[src/rtl/sreg_xfer.sv]
module sreg_xfer #(
  parameter int N = 4
) (
  input  logic         clk,
  input  logic         rst_n,
  input  logic         ld_src,
  input  logic         ld_dst,
  input  logic [N-1:0] src_in,
  input  logic [N-1:0] dst_in,
  input  logic         start,
  output logic         busy,
  output logic         done,
  output logic         ser_out,
  output logic [N-1:0] src_q,
  output logic [N-1:0] dst_q
);
  localparam int CW = $clog2(N + 1);

  logic [CW-1:0] cnt;
  logic          last;

  assign busy = (cnt != '0);
  assign last = (cnt == CW'(1));

  always_ff @(posedge clk or negedge rst_n) begin
    if (!rst_n) begin
      src_q   <= '0;
      dst_q   <= '0;
      ser_out <= 1'b0;
      cnt     <= '0;
      done    <= 1'b0;
    end else if (busy) begin
      src_q   <= {src_q[0], src_q[N-1:1]};
      dst_q   <= {src_q[0], dst_q[N-1:1]};
      ser_out <= dst_q[0];
      cnt     <= cnt - CW'(1);
      done    <= last;
    end else begin
      done <= 1'b0;
      if (ld_src) src_q <= src_in;
      if (ld_dst) dst_q <= dst_in;
      if (start)  cnt   <= CW'(N);
    end
  end

  p_cnt_range_r4: assert property (@(posedge clk) disable iff (!rst_n)
    cnt <= CW'(N));

  p_busy_needs_start_r4: assert property (@(posedge clk) disable iff (!rst_n)
    $rose(busy) |-> $past(start));

  p_start_ignored_r5: assert property (@(posedge clk) disable iff (!rst_n)
    (busy && start) |=> (cnt == $past(cnt) - CW'(1)));

  p_done_at_end_r6: assert property (@(posedge clk) disable iff (!rst_n)
    $fell(busy) |-> done);

  p_done_single_r6: assert property (@(posedge clk) disable iff (!rst_n)
    done |=> !done);

  p_src_rotate_r7: assert property (@(posedge clk) disable iff (!rst_n)
    busy |=> (src_q[N-1] == $past(src_q[0])));

  p_dst_fill_r8: assert property (@(posedge clk) disable iff (!rst_n)
    busy |=> (dst_q[N-1] == $past(src_q[0])));

  p_ser_hold_r9: assert property (@(posedge clk) disable iff (!rst_n)
    !busy |=> $stable(ser_out));

  p_load_blocked_r3: assert property (@(posedge clk) disable iff (!rst_n)
    (busy && ld_dst) |=> (dst_q[N-2:0] == $past(dst_q[N-1:1])));
endmodule

[config.mk]
export PLATFORM = sky130hd
export DESIGN_NAME = sreg_xfer
export DESIGN_NICKNAME = d
export VERILOG_FILES = /design/src/rtl/sreg_xfer.sv
export SDC_FILE = /design/constraint.sdc
export NUM_CORES = 1
export LEC_CHECK = 0
export BUFFER_PORTS_ARGS = -buffer_cell sky130_fd_sc_hd__buf_2
export CORE_MARGIN = 4
export CORE_UTILIZATION = 50
export CTS_CLUSTER_SIZE = 10
export DETAILED_ROUTE_END_ITERATION = 16
export PLACE_DENSITY = 0.8
export SYNTH_ARGS = -nofsm -noshare
export SYNTH_HDL_FRONTEND = slang
export SYNTH_SLANG_ARGS = --single-unit
export TNS_END_PERCENT = 1
[constraint.sdc]
create_clock -name clk -period 3.8 [get_ports clk]
set_input_delay 0.76 -clock clk [delete_from_list [all_inputs] [get_ports clk]]
set_output_delay 0.76 -clock clk [all_outputs]
set_load 0.005 [all_outputs]
==> impl_metrics.yaml, run 1 <==
cells_and_area:
  layout_common_cells: "sky130_fd_sc_hd__buf_2, sky130_fd_sc_hd__dfrtp_1, sky130_fd_sc_hd__mux2i_1, sky130_fd_sc_hd__nor2_1, sky130_fd_sc_hd__a21oi_1"
  final_common_cell: "sky130_fd_sc_hd__buf_2"
  fin_nets: 98
  area_growth_pct: 18.2
  layout.cells.non_filler: 96
  final_layout_size_suffix_gt1_frac: 0.463
  antenna-diode-count: 0
logic_synthesis:
  yosys_warnings: 0
  synth_seq_cells: 13
  synth_top_family_by_area: "simple AND/OR/NAND/NOR gates"
  yosys.area_share.xor_xnor: 0
  synthesis.nets: 73
  synth.cell_area_um2: 668
  synthSimpleGateAreaFrac: 0.167
  post_synth_fa_ha_maj_area_fraction: 0.0375
  synth_area_per_cell_um2: 11.5
  synth_cell_types: 20
  synth_compound_area_frac: 0.105
  synth_mux_area_frac: 0.137
  post_synth_inst_count: 58
  yosysSeqAreaShare: 0.487
critical_path:
  rr_startpoint: "cnt[0]$_DFFE_PN0P_"
  worst_setup_path_end_kind: "primary output"
  timing.reg2reg.setup_slack_ns: 2.24
  crit_type: "flip-flop to primary output"
  crit_path_max_fanout: 10
  cp.arrival_ns: 1.53
  cp-start-kind: "flip-flop"
  worst_ep_required_time_ns: 3.04
  cp-startpoint: "cnt[0]$_DFFE_PN0P_"
  worstReg2RegEnd: "ser_out$_DFFE_PN0P_"
  r2r_cells: 3
sta:
  tightest_slew_ns: 0.425
  max_clock_freq_mhz: 436
  slew-limit-headroom: 0.717
  timing.final.max_slew_violations: 0
  minimum_clock_period_ns: 2.29
  unrepaired_setup_endpoints_after_global_routing: "false"
  final_min_period_over_clock_period: 0.603
  report.final.setup_viol: 0
  hold_viol: 0
  final.setup_skew_ns: 0.00106
  timing.setup.tns_ns: 0
route:
  drt_pass1_iterations: 2
  viasPerCell: 5.09
  route.vias.total: 489
  drt_first_iter_violations: 10
  route.detailed.drc: 0
  wl_mm: 1.27
  detail-route-antenna-nets: 0
  routed_wire_length_per_instance_um: 13.3
clocking:
  cts-root-buf: "sky130_fd_sc_hd__clkbuf_4"
  clk_pin_slew_worst_paths_ns: 0.07
  cts_tree: "done"
  insertion_delay_of_the_later_clocked_pin_in_the_worst_skew_pair_ns: 0.27
  cts.htree.levels: 1
  cts_sinks: 13
  cts.path.max_buffers: 2
  total_cts_buffers: 3
  postcts_setup_bufs: 0
  cts_hold_buf: 0
  cts.repair.resized: 0
power_and_ir_drop:
  power_per_cell_area_nw_per_um2: 820
  ir_drop_uv: 491
  leakage_nw: 0.368
outcome:
  run_status: "complete, no violations"
min_path:
  min_path_type: "input port to asynchronous set/reset pin"
grt:
  antenna_found_initial: 0
  grt_max_degree: 14
  gr-total-overflow: 0
  groute.usage.overall: 0.144
  first_global_vias: 490
  grt_pass1_wl_mm: 2.07
die:
  core.rowCount: 12
  initial_utilization: 0.563
  design.die.area_um2: 1990
  die-width_um: 44.6
  core-area_um2: 1190
  ioPinCount: 24
  chipHeight_um: 44.6
placement:
  place.detailed.instances: 92
  dp_hpwl_mm: 1.03
  routabilityCongestion: 0.691
  port-buffer-count: 23
flow_run:
  max-cap-violations: 0
routing by layer:
metal,wire [um],vias to the layer above,share of wire,GRT usage
met3,88,2,0.069,0.0244
met4,8,0,0.0063,0.0843
li1,-,244,-,-
met1,518,228,0.41,0.181
met5,0,-,0,0
met2,658,15,0.52,0.229
sequential cells by signal, summed over array words and instances (netlist names):
name / count
done: 1
src_q: 4
ser_out: 1
dst_q: 4
cnt: 3
critical path, stage by stage (launching register included):
cell and delay [ns]:
sky130_fd_sc_hd__dfrtp_1 0.42, sky130_fd_sc_hd__nor2_1 0.19, sky130_fd_sc_hd__ha_1 0.46, sky130_fd_sc_hd__inv_1 0.07, sky130_fd_sc_hd__buf_2 0.13
power by group:
part | internal (mW) | switching, mW | leakage [nW] | total [mW]
Combinational | 0.150 | 0.153 | 0.203 | 0.303
Sequential | 0.210 | 0.0523 | 0.150 | 0.262
Clock | 0.0406 | 0.0415 | 0.0150 | 0.0821
Total | 0.400 | 0.247 | 0.368 | 0.648
cell usage after synthesis:
library cell | count | area (um^2)
sky130_fd_sc_hd__nor2_2 | 4 | 25.0
sky130_fd_sc_hd__nor2_1 | 6 | 22.5
sky130_fd_sc_hd__o21ai_0 | 1 | 5.00
sky130_fd_sc_hd__a21oi_1 | 5 | 25.0
sky130_fd_sc_hd__nand3_1 | 1 | 5.00
sky130_fd_sc_hd__nand2b_2 | 1 | 8.76
sky130_fd_sc_hd__nor2b_4 | 1 | 13.8
sky130_fd_sc_hd__a21oi_2 | 4 | 35.0
sky130_fd_sc_hd__o21ai_1 | 1 | 5.00
sky130_fd_sc_hd__inv_1 | 2 | 7.51
sky130_fd_sc_hd__nand2b_4 | 1 | 13.8
sky130_fd_sc_hd__buf_8 | 1 | 15.0
sky130_fd_sc_hd__nand2b_1 | 1 | 6.26
sky130_fd_sc_hd__mux2_2 | 1 | 11.3
sky130_fd_sc_hd__mux2i_1 | 8 | 80.1
sky130_fd_sc_hd__buf_6 | 2 | 22.5
sky130_fd_sc_hd__nor4b_1 | 1 | 8.76
sky130_fd_sc_hd__nand2_1 | 2 | 7.51
sky130_fd_sc_hd__ha_1 | 2 | 25.0
sky130_fd_sc_hd__dfrtp_1 | 13 | 325
worst max path at each step:
| stage | end | slack, ns | depth (start not counted) |
|---|---|---|---|
| finish | busy | 1.51 | 4 |
| global route | busy | 1.39 | 4 |
| CTS | busy | 1.51 | 4 |
| detailed placement | busy | 1.81 | 4 |
| global placement | busy | 1.86 | 4 |
| floorplan | busy | 2.14 | 4 |
cell type report:
cell class | instances | area (um^2)
fillers | 102 | 397
flip-flops and latches | 13 | 325
multi-input cells | 40 | 298
repair buffers | 23 | 115
clock buffers | 4 | 26.3
well taps | 14 | 17.5
inverters | 2 | 7.51
per-stage QoR:
step	util	power, mW	setup slack [ns]	area [um^2]	hold WS [ns]
after floorplan	-	0.489	2.14	668	0.431
after CTS	0.666	0.655	1.51	790	0.360
after detailed placement	0.643	0.573	1.81	763	0.478
after global placement	0.643	0.555	1.86	763	0.448
after global routing	0.666	0.700	1.39	790	0.370
final	0.666	0.648	1.51	790	0.360
cell families after synthesis:
kind of cell,after synthesis
AO/OA/AOI/OAI,11
multiplexers,9
AND/OR/NAND/NOR,18
adder cells (fa/ha/maj),2
buffers and inverters,5
flip-flops,13
(Power assumes the default switching activity.)
==> inputs of run 2 (changes only) <==
--- a/config.mk
+++ b/config.mk
@@ -7,10 +7,10 @@
 export LEC_CHECK = 0
 export BUFFER_PORTS_ARGS = -buffer_cell sky130_fd_sc_hd__buf_2
 export CORE_MARGIN = 4
-export CORE_UTILIZATION = 50
+export CORE_UTILIZATION = 42
 export CTS_CLUSTER_SIZE = 10
 export DETAILED_ROUTE_END_ITERATION = 16
-export PLACE_DENSITY = 0.8
+export PLACE_DENSITY = 0.72
 export SYNTH_ARGS = -nofsm -noshare
 export SYNTH_HDL_FRONTEND = slang
 export SYNTH_SLANG_ARGS = --single-unit
==> constraint.sdc (replaced) <==
create_clock -name clk -period 2 [get_ports clk]
set_input_delay 0.4 -clock clk [delete_from_list [all_inputs] [get_ports clk]]
set_output_delay 0.4 -clock clk [all_outputs]
set_load 0.005 [all_outputs]
==> impl_metrics.yaml, run 2 (synthesis gave the netlist of run 1 again) <==
min_path:
  min_path_type: "input port to flip-flop"
  hold_path_depth: 3
sta:
  unrepaired_setup_endpoints_after_global_routing: "false"
  timing.final.max_slew_violations: 0
  report.final.setup_viol: 0
  slew-limit-headroom: 0.744
  final_min_period_over_clock_period: 0.882
  post-route-worst-setup-slack_ns: 0.236
  timing.setup.tns_ns: 0
  minimum_clock_period_ns: 1.76
  final.setup_skew_ns: 0.00179
  hold_viol: 0
  tightest_slew_ns: 0.384
  hold-worst-slack_ns: 0.422
  max_clock_freq_mhz: 567
power_and_ir_drop:
  leakage_nw: 0.377
  post-layout-total-power_mw: 1.25
  power_per_cell_area_nw_per_um2: 1550
  ir_drop_uv: 624
cells_and_area:
  fin_nets: 100
  antenna-diode-count: 0
  biggestRegsByFlops: "dst_q: 4 flops, src_q: 4 flops, cnt: 3 flops"
  area_growth_pct: 21.2
  finalInstanceArea_um2: 810
  final_common_cell: "sky130_fd_sc_hd__buf_2"
  layout_common_cells: "sky130_fd_sc_hd__buf_2, sky130_fd_sc_hd__dfrtp_1, sky130_fd_sc_hd__mux2i_1, sky130_fd_sc_hd__nor2_1, sky130_fd_sc_hd__a21oi_1"
  number_of_filler_cells_placed_in_the_layout: 136
  final_layout_size_suffix_gt1_frac: 0.464
  multi_input_area_um2: 298
  ff_latch_area_um2: 325
critical_path:
  crit_path_max_fanout: 5
  cp_cell_sequence: "nor2_1 -> ha_1 -> inv_1 -> buf_2"
  worst_ep_required_time_ns: 1.60
  path_buf_inv: 2
  cp.depth: 4
  cp-start-kind: "flip-flop"
  critical-path-slowest-cell: "sky130_fd_sc_hd__dfrtp_1"
  cp.arrival_ns: 1.36
  crit_path_max_cell_delay_ns: 0.42
  crit_type: "flip-flop to primary output"
  r2r_cells: 4
  worst_path_dominant_cell_family: "flip-flops"
  worst_setup_path_end_kind: "primary output"
clocking:
  cts_tree: "done"
  cts.path.max_buffers: 2
  clk_pin_slew_worst_paths_ns: 0.08
  cts_sinks: 13
  total_cts_buffers: 3
  postcts_setup_bufs: 0
  insertion_delay_of_the_later_clocked_pin_in_the_worst_skew_pair_ns: 0.28
  cts-root-buf: "sky130_fd_sc_hd__clkbuf_4"
  cts.htree.levels: 1
  cts.repair.resized: 0
route:
  route.vias.total: 518
  drt_pass1_iterations: 4
  detail-route-antenna-nets: 0
  route.detailed.drc: 0
  drt_first_iter_violations: 11
  routed_wire_length_per_instance_um: 12.7
  viasPerCell: 5.18
  wl_mm: 1.27
die:
  initial_utilization: 0.444
  core.rowCount: 14
  core-area_um2: 1510
  chipHeight_um: 47.9
  design.die.area_um2: 2290
  die-width_um: 47.9
  ioPinCount: 24
placement:
  placed_area_um2: 773
  routabilityCongestion: 0.660
  dp_hpwl_mm: 1.01
  pre_cts_ws_ns: 0.458
  port-buffer-count: 23
outcome:
  run_status: "complete, no violations"
flow_run:
  max-cap-violations: 0
grt:
  first_global_vias: 472
  gr-total-overflow: 0
  antenna_found_initial: 0
  grt_pass1_wl_mm: 1.87
  grt_max_degree: 14
  groute.usage.overall: 0.122
-- run 2: cell count changes in the layout (fill, tap and decap cells not counted), sizes merged --
| cell | previous run | this run |
|---|---|---|
| dlygate4sd3 | 0 | 1 |
| buf | 23 | 24 |
-- run 2: area by class of cell --
| class | count | area share |
|---|---|---|
| flip-flops and latches | 13 | 0.402 |
| clock buffers | 4 | 0.0325 |
| inverters | 2 | 0.00927 |
| multi-input cells | 40 | 0.368 |
| repair buffers | 25 | 0.164 |
| well taps | 16 | 0.0247 |
-- run 2: worst paths after layout --
path | start | to | slack, ns
worst max-delay path | cnt[0]$_DFFE_PN0P_ | busy | 0.24
worst min-delay path | src_in[0] | src_q[0]$_DFFE_PN0P_ | 0.42
worst max register to register | cnt[0]$_DFFE_PN0P_ | dst_q[2]$_DFFE_PN0P_ | 0.47
worst min register to register | cnt[1]$_DFFE_PN0P_ | done$_DFF_PN0_ | 0.47
max in group asynchronous | rst_n | src_q[2]$_DFFE_PN0P_ | 1.25
min in group asynchronous | rst_n | dst_q[0]$_DFFE_PN0P_ | 0.53
-- run 2: tightest hold or removal path: stages --
cell and delay (ns):
sky130_fd_sc_hd__buf_2 0.07, sky130_fd_sc_hd__mux2i_1 0.06, sky130_fd_sc_hd__a21oi_1 0.13
-- run 2: per-stage QoR --
step                      utilization  std cells
after floorplan                     -         58
after global placement          0.513         95
after detailed placement        0.513         95
after CTS                       0.537        100
after global routing            0.537        100
final                           0.537        100
-- run 2: routing by layer --
| layer | part of all wire | vias up | track usage |
|---|---|---|---|
| li1 | - | 248 | - |
| met1 | 0.41 | 247 | 0.138 |
| met2 | 0.49 | 18 | 0.201 |
| met3 | 0.066 | 5 | 0.0226 |
| met4 | 0.034 | 0 | 0.0968 |
| met5 | 0 | - | 0 |
-- run 2: timing repair --
action	4_1_cts	5_1_grt
endpoints found under the setup margin	0	0
endpoints found under the hold margin	13	0
hold buffers	1	0
-- run 2: report_power, final --
part | switching (mW) | total, mW | internal, mW
combinational | 0.287 | 0.585 | 0.297
clock | 0.0878 | 0.165 | 0.0774
sequential | 0.103 | 0.502 | 0.399
total | 0.478 | 1.25 | 0.774
